<file path="src/rtl/tcam_casc_pkg.sv">
package tcam_casc_pkg;

    // Index of each registered flag in the flag vector
    localparam int NUM_FLAGS = 7;
    localparam int F_MDN  = 0;
    localparam int F_MUP  = 1;
    localparam int F_MM   = 2;
    localparam int F_SYS  = 3;
    localparam int F_FULL = 4;
    localparam int F_CDN  = 5;
    localparam int F_CUP  = 6;

    // Local results coming from the slice's memory array
    typedef struct packed {
        logic hit;
        logic multi;
        logic full;
    } local_flags_t;

    // Lines arriving from the neighbouring slices (pin levels)
    typedef struct packed {
        logic mdn_n;
        logic mup_n;
        logic mm_n;
        logic full_n;
        logic cdn;
        logic cup;
    } chain_in_t;

    // Pin level after reset
    function automatic logic reset_level(input int idx);
        return (idx == F_CDN || idx == F_CUP) ? 1'b0 : 1'b1;
    endfunction

    // Pin level of a deselected standalone slice
    function automatic logic idle_level(input int idx);
        return (idx == F_MDN || idx == F_MUP || idx == F_MM || idx == F_SYS);
    endfunction

    // Flags refreshed on every selected cycle rather than on compares only
    function automatic logic every_cycle(input int idx);
        return idx == F_FULL;
    endfunction

endpackage

</file>
<file path="src/rtl/tcam_casc_eval.sv">
module tcam_casc_eval
    import tcam_casc_pkg::*;
(
    input  local_flags_t           loc,
    input  chain_in_t              chin,
    output logic [NUM_FLAGS-1:0]   nxt_sel,
    output logic [NUM_FLAGS-1:0]   nxt_pass
);

    logic up_match;   // match already seen by a higher-priority slice
    logic low_match;  // match already seen by a lower-priority slice

    always_comb begin
        up_match  = ~chin.mdn_n;
        low_match = ~chin.mup_n;

        // Levels driven by a selected slice
        nxt_sel          = '0;
        nxt_sel[F_MDN]   = ~(loc.hit | up_match);
        nxt_sel[F_SYS]   = ~(loc.hit | up_match);
        nxt_sel[F_MUP]   = ~(loc.hit | low_match);
        nxt_sel[F_MM]    = ~(loc.multi | ~chin.mm_n | (loc.hit & up_match));
        nxt_sel[F_FULL]  = ~(loc.full & ~chin.full_n);
        nxt_sel[F_CDN]   = chin.cdn | loc.hit;
        nxt_sel[F_CUP]   = chin.cup | loc.hit;

        // Levels forwarded by a transparent (deselected, chained) slice
        nxt_pass         = '0;
        nxt_pass[F_MDN]  = chin.mdn_n;
        nxt_pass[F_SYS]  = chin.mdn_n;
        nxt_pass[F_MUP]  = chin.mup_n;
        nxt_pass[F_MM]   = chin.mm_n;
        nxt_pass[F_FULL] = chin.full_n;
        nxt_pass[F_CDN]  = chin.cdn;
        nxt_pass[F_CUP]  = chin.cup;
    end

endmodule

</file>
<file path="src/rtl/tcam_casc_cell.sv">
module tcam_casc_cell #(
    parameter bit RST_VAL  = 1'b1,
    parameter bit IDLE_VAL = 1'b1,
    parameter bit CASCADE  = 1'b1,
    parameter bit EVERY    = 1'b0
) (
    input  logic clk,
    input  logic rst,
    input  logic sel_n,
    input  logic cmp_en,
    input  logic nxt_sel,
    input  logic nxt_pass,
    output logic q
);

    localparam bit TRANSPARENT = CASCADE;

    logic upd;
    assign upd = EVERY ? 1'b1 : cmp_en;

    always_ff @(posedge clk) begin
        if (rst)
            q <= RST_VAL;
        else if (sel_n)
            q <= TRANSPARENT ? nxt_pass : IDLE_VAL;
        else if (upd)
            q <= nxt_sel;
    end

    // a selected slice with no compare keeps compare-driven flags
    generate
        if (!EVERY) begin : g_hold_chk
            assert_hold_R6: assert property (@(posedge clk) disable iff (rst)
                (!sel_n && !cmp_en) |=> $stable(q));
        end
        if (CASCADE) begin : g_pass_chk
            // deselected chained slice forwards its input one cycle later
            assert_pass_R8: assert property (@(posedge clk) disable iff (rst)
                sel_n |=> (q == $past(nxt_pass)));
        end else begin : g_idle_chk
            // deselected standalone slice drives its idle level
            assert_idle_R9: assert property (@(posedge clk) disable iff (rst)
                sel_n |=> (q == IDLE_VAL));
        end
    endgenerate

endmodule

</file>
<file path="src/rtl/tcam_casc_flags.sv">
module tcam_casc_flags
    import tcam_casc_pkg::*;
#(
    parameter bit CASCADE = 1'b1
) (
    input  logic clk,
    input  logic rst,
    input  logic sel_n,
    input  logic cmp_en,
    input  logic loc_hit,
    input  logic loc_multi,
    input  logic loc_full,
    input  logic mdn_in_n,
    input  logic mup_in_n,
    input  logic mm_in_n,
    input  logic full_in_n,
    input  logic cdn_in,
    input  logic cup_in,
    output logic mdn_out_n,
    output logic mup_out_n,
    output logic mm_out_n,
    output logic full_out_n,
    output logic cdn_out,
    output logic cup_out,
    output logic sys_match_n
);

    local_flags_t         loc;
    chain_in_t            chin;
    logic [NUM_FLAGS-1:0] nxt_sel;
    logic [NUM_FLAGS-1:0] nxt_pass;
    logic [NUM_FLAGS-1:0] flag_q;

    assign loc  = '{hit: loc_hit, multi: loc_multi, full: loc_full};
    assign chin = '{mdn_n: mdn_in_n, mup_n: mup_in_n, mm_n: mm_in_n,
                    full_n: full_in_n, cdn: cdn_in, cup: cup_in};

    tcam_casc_eval u_eval (
        .loc      (loc),
        .chin     (chin),
        .nxt_sel  (nxt_sel),
        .nxt_pass (nxt_pass)
    );

    generate
        for (genvar i = 0; i < NUM_FLAGS; i++) begin : g_cell
            tcam_casc_cell #(
                .RST_VAL  (reset_level(i)),
                .IDLE_VAL (idle_level(i)),
                .CASCADE  (CASCADE),
                .EVERY    (every_cycle(i))
            ) u_cell (
                .clk      (clk),
                .rst      (rst),
                .sel_n    (sel_n),
                .cmp_en   (cmp_en),
                .nxt_sel  (nxt_sel[i]),
                .nxt_pass (nxt_pass[i]),
                .q        (flag_q[i])
            );
        end
    endgenerate

    assign mdn_out_n   = flag_q[F_MDN];
    assign mup_out_n   = flag_q[F_MUP];
    assign mm_out_n    = flag_q[F_MM];
    assign sys_match_n = flag_q[F_SYS];
    assign full_out_n  = flag_q[F_FULL];
    assign cdn_out     = flag_q[F_CDN];
    assign cup_out     = flag_q[F_CUP];

    // the separately registered system flag mirrors the down flag
    assert_sys_mirror_R5: assert property (@(posedge clk) disable iff (rst)
        sys_match_n == mdn_out_n);

    // a local hit on a compare asserts both match directions
    assert_hit_down_R2: assert property (@(posedge clk) disable iff (rst)
        (!sel_n && cmp_en && loc_hit) |=> !mdn_out_n);
    assert_hit_up_R3: assert property (@(posedge clk) disable iff (rst)
        (!sel_n && cmp_en && loc_hit) |=> !mup_out_n);

    // a hit behind an upstream match is a multiple match
    assert_multi_chain_R4: assert property (@(posedge clk) disable iff (rst)
        (!sel_n && cmp_en && loc_hit && !mdn_in_n) |=> !mm_out_n);

    // a slice that is not locally full releases the full flag
    assert_not_full_R7: assert property (@(posedge clk) disable iff (rst)
        (!sel_n && !loc_full) |=> full_out_n);

    // a hit raises both cascade claims
    assert_claim_R10: assert property (@(posedge clk) disable iff (rst)
        (!sel_n && cmp_en && loc_hit) |=> (cdn_out && cup_out));

endmodule

</file>
<file path="config.mk">
export PLATFORM = sky130hd
export DESIGN_NAME = tcam_casc_flags
export DESIGN_NICKNAME = d
export VERILOG_FILES = /design/src/rtl/tcam_casc_pkg.sv /design/src/rtl/tcam_casc_eval.sv /design/src/rtl/tcam_casc_cell.sv /design/src/rtl/tcam_casc_flags.sv
export SDC_FILE = /design/constraint.sdc
export NUM_CORES = 1
export LEC_CHECK = 0
export BUFFER_PORTS_ARGS = -buffer_cell sky130_fd_sc_hd__clkbuf_2
export CAP_MARGIN = 20
export CORE_AREA = 5 5 42 44
export CTS_CLUSTER_SIZE = 30
export DETAILED_ROUTE_END_ITERATION = 8
export DIE_AREA = 0 0 47 49
export PLACE_DENSITY = 0.63
export SKIP_LAST_GASP = 1
export SLEW_MARGIN = 5
export SYNTH_ARGS = -nofsm -noshare
export SYNTH_HDL_FRONTEND = slang
export SYNTH_HIERARCHICAL = 1
export SYNTH_SLANG_ARGS = --single-unit
</file>
<file path="constraint.sdc">
create_clock -name clk -period 0.8 [get_ports clk]
set_input_delay 0 -clock clk [delete_from_list [all_inputs] [get_ports clk]]
set_output_delay 0 -clock clk [all_outputs]
set_load 0.01 [all_outputs]
</file>
==> reports/metrics.yaml, run 1 <==
critical_path:
  critPathArrivalTime_ns: 0.88
  worstReg2RegStart: "g_cell[5].u_cell/q$_SDFFE_PP0P_"
  critPathSlowestCell: "dlygate4sd3_1"
  critical_path.startpoint: "full_in_n"
  cpPeakStageDelay_ns: 0.54
  required_ns: 0.94
  criticalPathCategory: "in2reg"
  endpoint_kind: "flip-flop"
  cp-start-kind: "input port"
  cp_top_family: "buffers and inverters"
  crit_fanout: 2
  crit_buf_inv: 2
  crit_chain: "clkbuf_2, dlygate4sd3_1, a211o_1"
floorplan:
  start_util_pct: 31.96
  die_h_um: 49
  num_rows: 14
  fp.coreArea_mm2: 0.001401
  die_w_um: 47
  io_pins: 20
  die_area_mm2: 0.002303
cts:
  cts.sinks: 7
  htree_levels: 1
  clk_pin_slew_ns: 0.05
  cts_setup_buffers: 0
  cts_buffer_depth: 2
  cts_buffers: 3
  clk_latency_ns: 0.24
  ctsHoldBuffers: 1
  cts_tree: "done"
  cts_resized: 0
  cts-root-buf: "clkbuf_4"
layout:
  postLayoutCoreUtil_pct: 38.48
  syn_to_final_growth_pct: 20.39
  num_antenna_cells: 0
  top_register: "g_cell.u_cell/q"
  stdcell_count: 80
  reg_top3: "g_cell.u_cell/q x7"
  drive_gt1_share_pct: 43.75
  nets: 78
  largest_reg_flops: 7
synthesis:
  synth_seq_area_share_pct: 31.28
  synth_top_area_share_pct: 31.28
  synthTopCellsByArea: "dfxtp_1, mux2i_1, buf_4"
  avgSynthCellArea_um2: 9.332
  synth_nets: 61
  synth.distinct_cells: 15
  ys_ff_latch: 7
  netlist_instances: 48
  syn_area_um2: 447.9
  ys.warnings.count: 6
  yosysTopAreaCell: "dfxtp_1"
outcome:
  outcome: "completed"
hold_path:
  holdCritPathClass: "in2reg"
  hp-start: "mm_in_n"
sta:
  hold_violations: 0
  worst_hold_slack_ns: 0.02599
  worst_slack_ns: 0.06032
  tns_ns: 0
  final-setup-viol-count: 0
  finalCritPeriodShare_pct: 92.46
  max_slew_margin_pct: 83.58
  worst_clock_skew_ns: 0
  rsz0062_at_grt: "false"
  drv_slew: 0
  fmax_mhz: 1352
  finalCriticalPeriod_ns: 0.7397
  tightest_slew_ns: 0.2463
drt:
  via_per_inst: 4.625
  drtIter0Drc: 1
  drc: 0
  wl_per_cell_um: 10.90
  ant_nets: 0
  routedLengthMet1_um: 412
  firstDrtPassIters: 4
  drt-total-wl_um: 872
  met2_length_um: 387
  routed.top_layer: "met3"
  wl_met3_um: 72
  vias: 370
global_route:
  grt_max_degree: 15
  antenna_found_initial: 0
  gr-total-overflow: 0
  grt_pass1_wl_um: 1435
  grt_usage_pct: 8.545
  grt_pass1_vias: 350
flow_run:
  cap_violations: 0
placed_design:
  place_ws_ns: 0.07515
  io_buffers: 19
  dp_hpwl_um: 687.1
  gp_congestion: 0.6842
  placedCellCount: 75
power:
  pwr_density_cell_mw_per_mm2: 1661
  ir_worst_vdd_uv: 846.6
  leakage_nw: 0.2607
[Yosys cell counts]
library cell and n:
nor2_1 4, nor3b_2 1, or2_1 2, buf_4 8
inv_1 2, nor3b_1 4, mux2i_1 6, nor2b_1 3
and2b_2 2, dfxtp_1 7, a211o_1 1, a21oi_1 4
a211oi_2 2, nand2b_1 1, nor2b_4 1
[final cells by class]
type	count	area, um^2
clock buffers	4	26.28
fillers	158	862.1
inverters	2	7.507
multi-input cells	31	240.2
flip-flops and latches	7	140.1
well taps	16	20.02
repair buffers	20	105.1
[worst min-delay path: cells and delay by family]
family	cells	cell delay (ns)
simple gates	1	0.04
buf+inv	1	0.09
compound gates	1	0.11
[worst paths after layout]
path / to / slack (ns) / depth (start not counted)
worst max register to register: g_cell[5].u_cell/q$_SDFFE_PP0P_ / 0.10 / 2
worst min register to register: g_cell[0].u_cell/q$_SDFFE_PP1P_ / 0.53 / 2
worst min-delay path: g_cell[2].u_cell/q$_SDFFE_PP1P_ / 0.03 / 3
worst max-delay path: g_cell[4].u_cell/q$_SDFF_PP1_ / 0.06 / 3
[per-layer routing]
metal	vias to the layer above	track usage (%)
met3	0	3.690
met1	169	11.09
met5	-	0
met2	14	11.76
li1	187	-
met4	0	4.147
[kinds of logic (layout without fill, tap and decap cells)]
group	Yosys count	in the layout	synth area share [%]
AOI/OAI and AO/OA	7	7	12.01
buffers and inverters	10	26	15.08
DFF	7	7	31.28
muxes	6	6	13.41
and+or+nand+nor	18	18	28.21
[metrics by stage]
step / power [mW] / instance area (um^2)
after CTS: 0.9170 / 539.3
after global routing: 0.9572 / 539.3
after detailed placement: 0.5843 / 503.0
after floorplan: 0.5174 / 447.9
final: 0.8960 / 539.3
after global placement: 0.5790 / 503.0
[power breakdown]
group / switching [mW] / internal, mW
logic: 0.0927 / 0.0962
registers: 0.0118 / 0.377
clock network: 0.128 / 0.190
total: 0.233 / 0.663
[layout by cell type, fill, tap and decap left out, drive strengths merged]
| cell type | Yosys | layout |
|---|---|---|
| dlygate4sd3 | 0 | 1 |
| nand2b | 1 | 1 |
| a21oi | 4 | 4 |
| a211o | 1 | 1 |
| mux2i | 6 | 6 |
| nor3b | 5 | 5 |
| and2b | 2 | 2 |
| or2 | 2 | 2 |
| nor2b | 4 | 4 |
| dfxtp | 7 | 7 |
| clkbuf | 0 | 23 |
| inv | 2 | 2 |
| a211oi | 2 | 2 |
| nor2 | 4 | 4 |
Power figures use the tool's default switching activity.
==> run 2: changes to the inputs <==
--- a/config.mk
+++ b/config.mk
@@ -7,11 +7,13 @@
 export LEC_CHECK = 0
 export BUFFER_PORTS_ARGS = -buffer_cell sky130_fd_sc_hd__clkbuf_2
 export CAP_MARGIN = 20
-export CORE_AREA = 5 5 42 44
+export CELL_PAD_IN_SITES_DETAIL_PLACEMENT = 0
+export CELL_PAD_IN_SITES_GLOBAL_PLACEMENT = 1
+export CORE_MARGIN = 5
+export CORE_UTILIZATION = 31
 export CTS_CLUSTER_SIZE = 30
 export DETAILED_ROUTE_END_ITERATION = 8
-export DIE_AREA = 0 0 47 49
-export PLACE_DENSITY = 0.63
+export PLACE_DENSITY = 0.77
 export SKIP_LAST_GASP = 1
 export SLEW_MARGIN = 5
 export SYNTH_ARGS = -nofsm -noshare
==> reports/metrics.yaml, run 2 (synthesized netlist as in run 1, its figures left out) <==
global_route:
  grt_max_degree: 15  # unchanged
  grt_pass1_wl_um: 1317  # -8.2%
  gr-total-overflow: 0  # unchanged
  grt_pass1_vias: 322  # -8.0%
  grt_usage_pct: 8.981  # +0.44 points
  antenna_found_initial: 0  # unchanged
power:
  p_int_mw: 0.6560  # -1.1%
  power.total_mw: 0.9058  # +1.1%
  p_comb_share_pct: 21.0  # about the same
  ir_worst_vdd_uv: 625.6  # -26%
  leakage_nw: 0.2635  # +1.0%
  seq_power_share_pct: 42.9  # -0.5 points
  pwr_density_cell_mw_per_mm2: 1680  # +1.1%
  p_sw_mw: 0.2498  # +7.3%
  switching_share_pct: 27.58  # +1.6 points
  p_clk_share_pct: 36.1  # +0.6 points
cts:
  clk_pin_slew_ns: 0.06  # about the same
  clk_latency_ns: 0.25  # about the same
  cts.sinks: 7  # unchanged
  htree_levels: 1  # unchanged
  cts-root-buf: "clkbuf_4"
  cts_buffer_depth: 2  # unchanged
  cts_buffers: 3  # unchanged
  cts_tree: "done"
layout:
  final_cell_mix: "clkbuf_2, dfxtp_1, mux2i_1"
  seqCellArea_um2: 140.1  # unchanged
  final_common_cell: "clkbuf_2"
  stdcell_count: 79  # -1.3%
  largest_reg_flops: 7  # unchanged
  fillCellCount: 145  # -8.2%
  multi_input_area_um2: 240.2  # unchanged
  top_register: "g_cell.u_cell/q"
  syn_to_final_growth_pct: 20.39  # unchanged
  drive_gt1_share_pct: 45.31  # +1.6 points
  num_antenna_cells: 0  # unchanged
  reg_top3: "g_cell.u_cell/q x7"
  nets: 78  # unchanged
floorplan:
  die_h_um: 48.01  # -2.0%
  start_util_pct: 33.58  # +1.6 points
  io_pins: 20  # unchanged
  die_area_mm2: 0.002305  # about the same
  fp.coreArea_mm2: 0.001334  # -4.8%
  die_w_um: 48.01  # +2.1%
  num_rows: 13  # -1
placed_design:
  placedCellCount: 74  # -1.3%
  place_ws_ns: 0.06972  # -0.005428 ns
  io_buffers: 19  # unchanged
  gp_congestion: 0.7363  # +7.6%
flow_run:
  cap_violations: 0  # unchanged
sta:
  final-setup-viol-count: 0  # unchanged
  worst_hold_slack_ns: 0.005871  # -0.02012 ns
  worst_clock_skew_ns: 0  # unchanged
  max_slew_margin_pct: 84.26  # +0.68 points
  finalCritPeriodShare_pct: 95.54  # +3.1 points
  tightest_slew_ns: 0.2361  # -0.01018 ns
  worst_slack_ns: 0.03572  # -0.02460 ns
  hold_violations: 0  # unchanged
  drv_slew: 0  # unchanged
  finalCriticalPeriod_ns: 0.7643  # +0.02460 ns
  fmax_mhz: 1308  # -3.2%
  rsz0062_at_grt: "false"
  tns_ns: 0  # unchanged
drt:
  wl_met3_um: 78  # +8.3%
  drt-total-wl_um: 926  # +6.2%
  met2_length_um: 484  # +25%
  via_per_inst: 4.696  # +1.5%
  routed.top_layer: "met4"
  drtIter0Drc: 4  # +3
  routedLengthMet1_um: 349  # -15%
  wl_per_cell_um: 11.72  # +7.5%
  firstDrtPassIters: 4  # unchanged
  vias: 371  # +0.27%
  ant_nets: 0  # unchanged
  drc: 0  # unchanged
critical_path:
  cp-start-kind: "input port"
  crit_buf_inv: 2  # unchanged
  crit_chain: "clkbuf_2, dlygate4sd3_1, a211o_1"
  required_ns: 0.94  # about the same
  critPathSlowestCell: "dlygate4sd3_1"
  criticalPathCategory: "in2reg"
  critPathArrivalTime_ns: 0.90  # +0.02 ns
  cpPeakStageDelay_ns: 0.56  # +0.02 ns
  crit_fanout: 2  # unchanged
  cp_top_family: "buffers and inverters"
  endpoint_kind: "flip-flop"
hold_path:
  holdCritPathClass: "in2reg"
outcome:
  outcome: "completed"
==> run 2: layout make-up <==
| class | instances | area share, % |
|---|---|---|
| Multi-Input combinational cell | 31 | 44.55 |
| Timing Repair Buffer | 20 | 19.49 |
| Inverter | 2 | 1.392 |
| Sequential cell | 7 | 25.99 |
| Clock buffer | 3 | 4.176 |
| Clock inverter | 1 | 0.9281 |
| Tap cell | 15 | 3.480 |
==> run 2: worst min-delay path: cells and delay by family <==
family          cells  cell delay (ns)
buf+inv             1             0.09
compound gates      1             0.09
simple gates        1             0.04
==> run 2: stage by stage <==
| step | utilization [%] | cell area, um^2 |
|---|---|---|
| after floorplan | - | 447.9 |
| after global placement | 37.62 | 501.7 |
| after detailed placement | 37.62 | 501.7 |
| after CTS | 40.43 | 539.3 |
| after global routing | 40.43 | 539.3 |
| final | 40.43 | 539.3 |
==> run 2: what timing repair did <==
| item | in CTS | in global routing |
|---|---|---|
| buffers inserted | 0 | 0 |
| resized for setup | 0 | 0 |
| endpoints found under the hold margin | 1 | 0 |
| hold buffers | 1 | 0 |
==> run 2: final timing paths <==
check	from	end	slack, ns	cells after the start
setup / recovery	full_in_n	g_cell[4].u_cell/q$_SDFF_PP1_	0.04	3
hold / removal	mup_in_n	g_cell[1].u_cell/q$_SDFFE_PP1P_	0.006	3
setup reg to reg	g_cell[5].u_cell/q$_SDFFE_PP0P_	g_cell[5].u_cell/q$_SDFFE_PP0P_	0.10	2
hold reg to reg	g_cell[1].u_cell/q$_SDFFE_PP1P_	g_cell[1].u_cell/q$_SDFFE_PP1P_	0.52	2
==> run 2: power by group through the flow <==
stage	combinational (mW)	sequential, mW	clock, mW
global placement	0.185	0.395	0
floorplan	0.108	0.410	0
detailed placement	0.188	0.397	0
CTS	0.193	0.389	0.344
finish	0.190	0.389	0.327
global route	0.212	0.391	0.359
==> run 2: routing by layer <==
layer	up-vias	track usage [%]
met5	-	0
li1	188	-
met3	2	1.880
met2	11	13.98
met4	0	9.677
met1	170	9.471
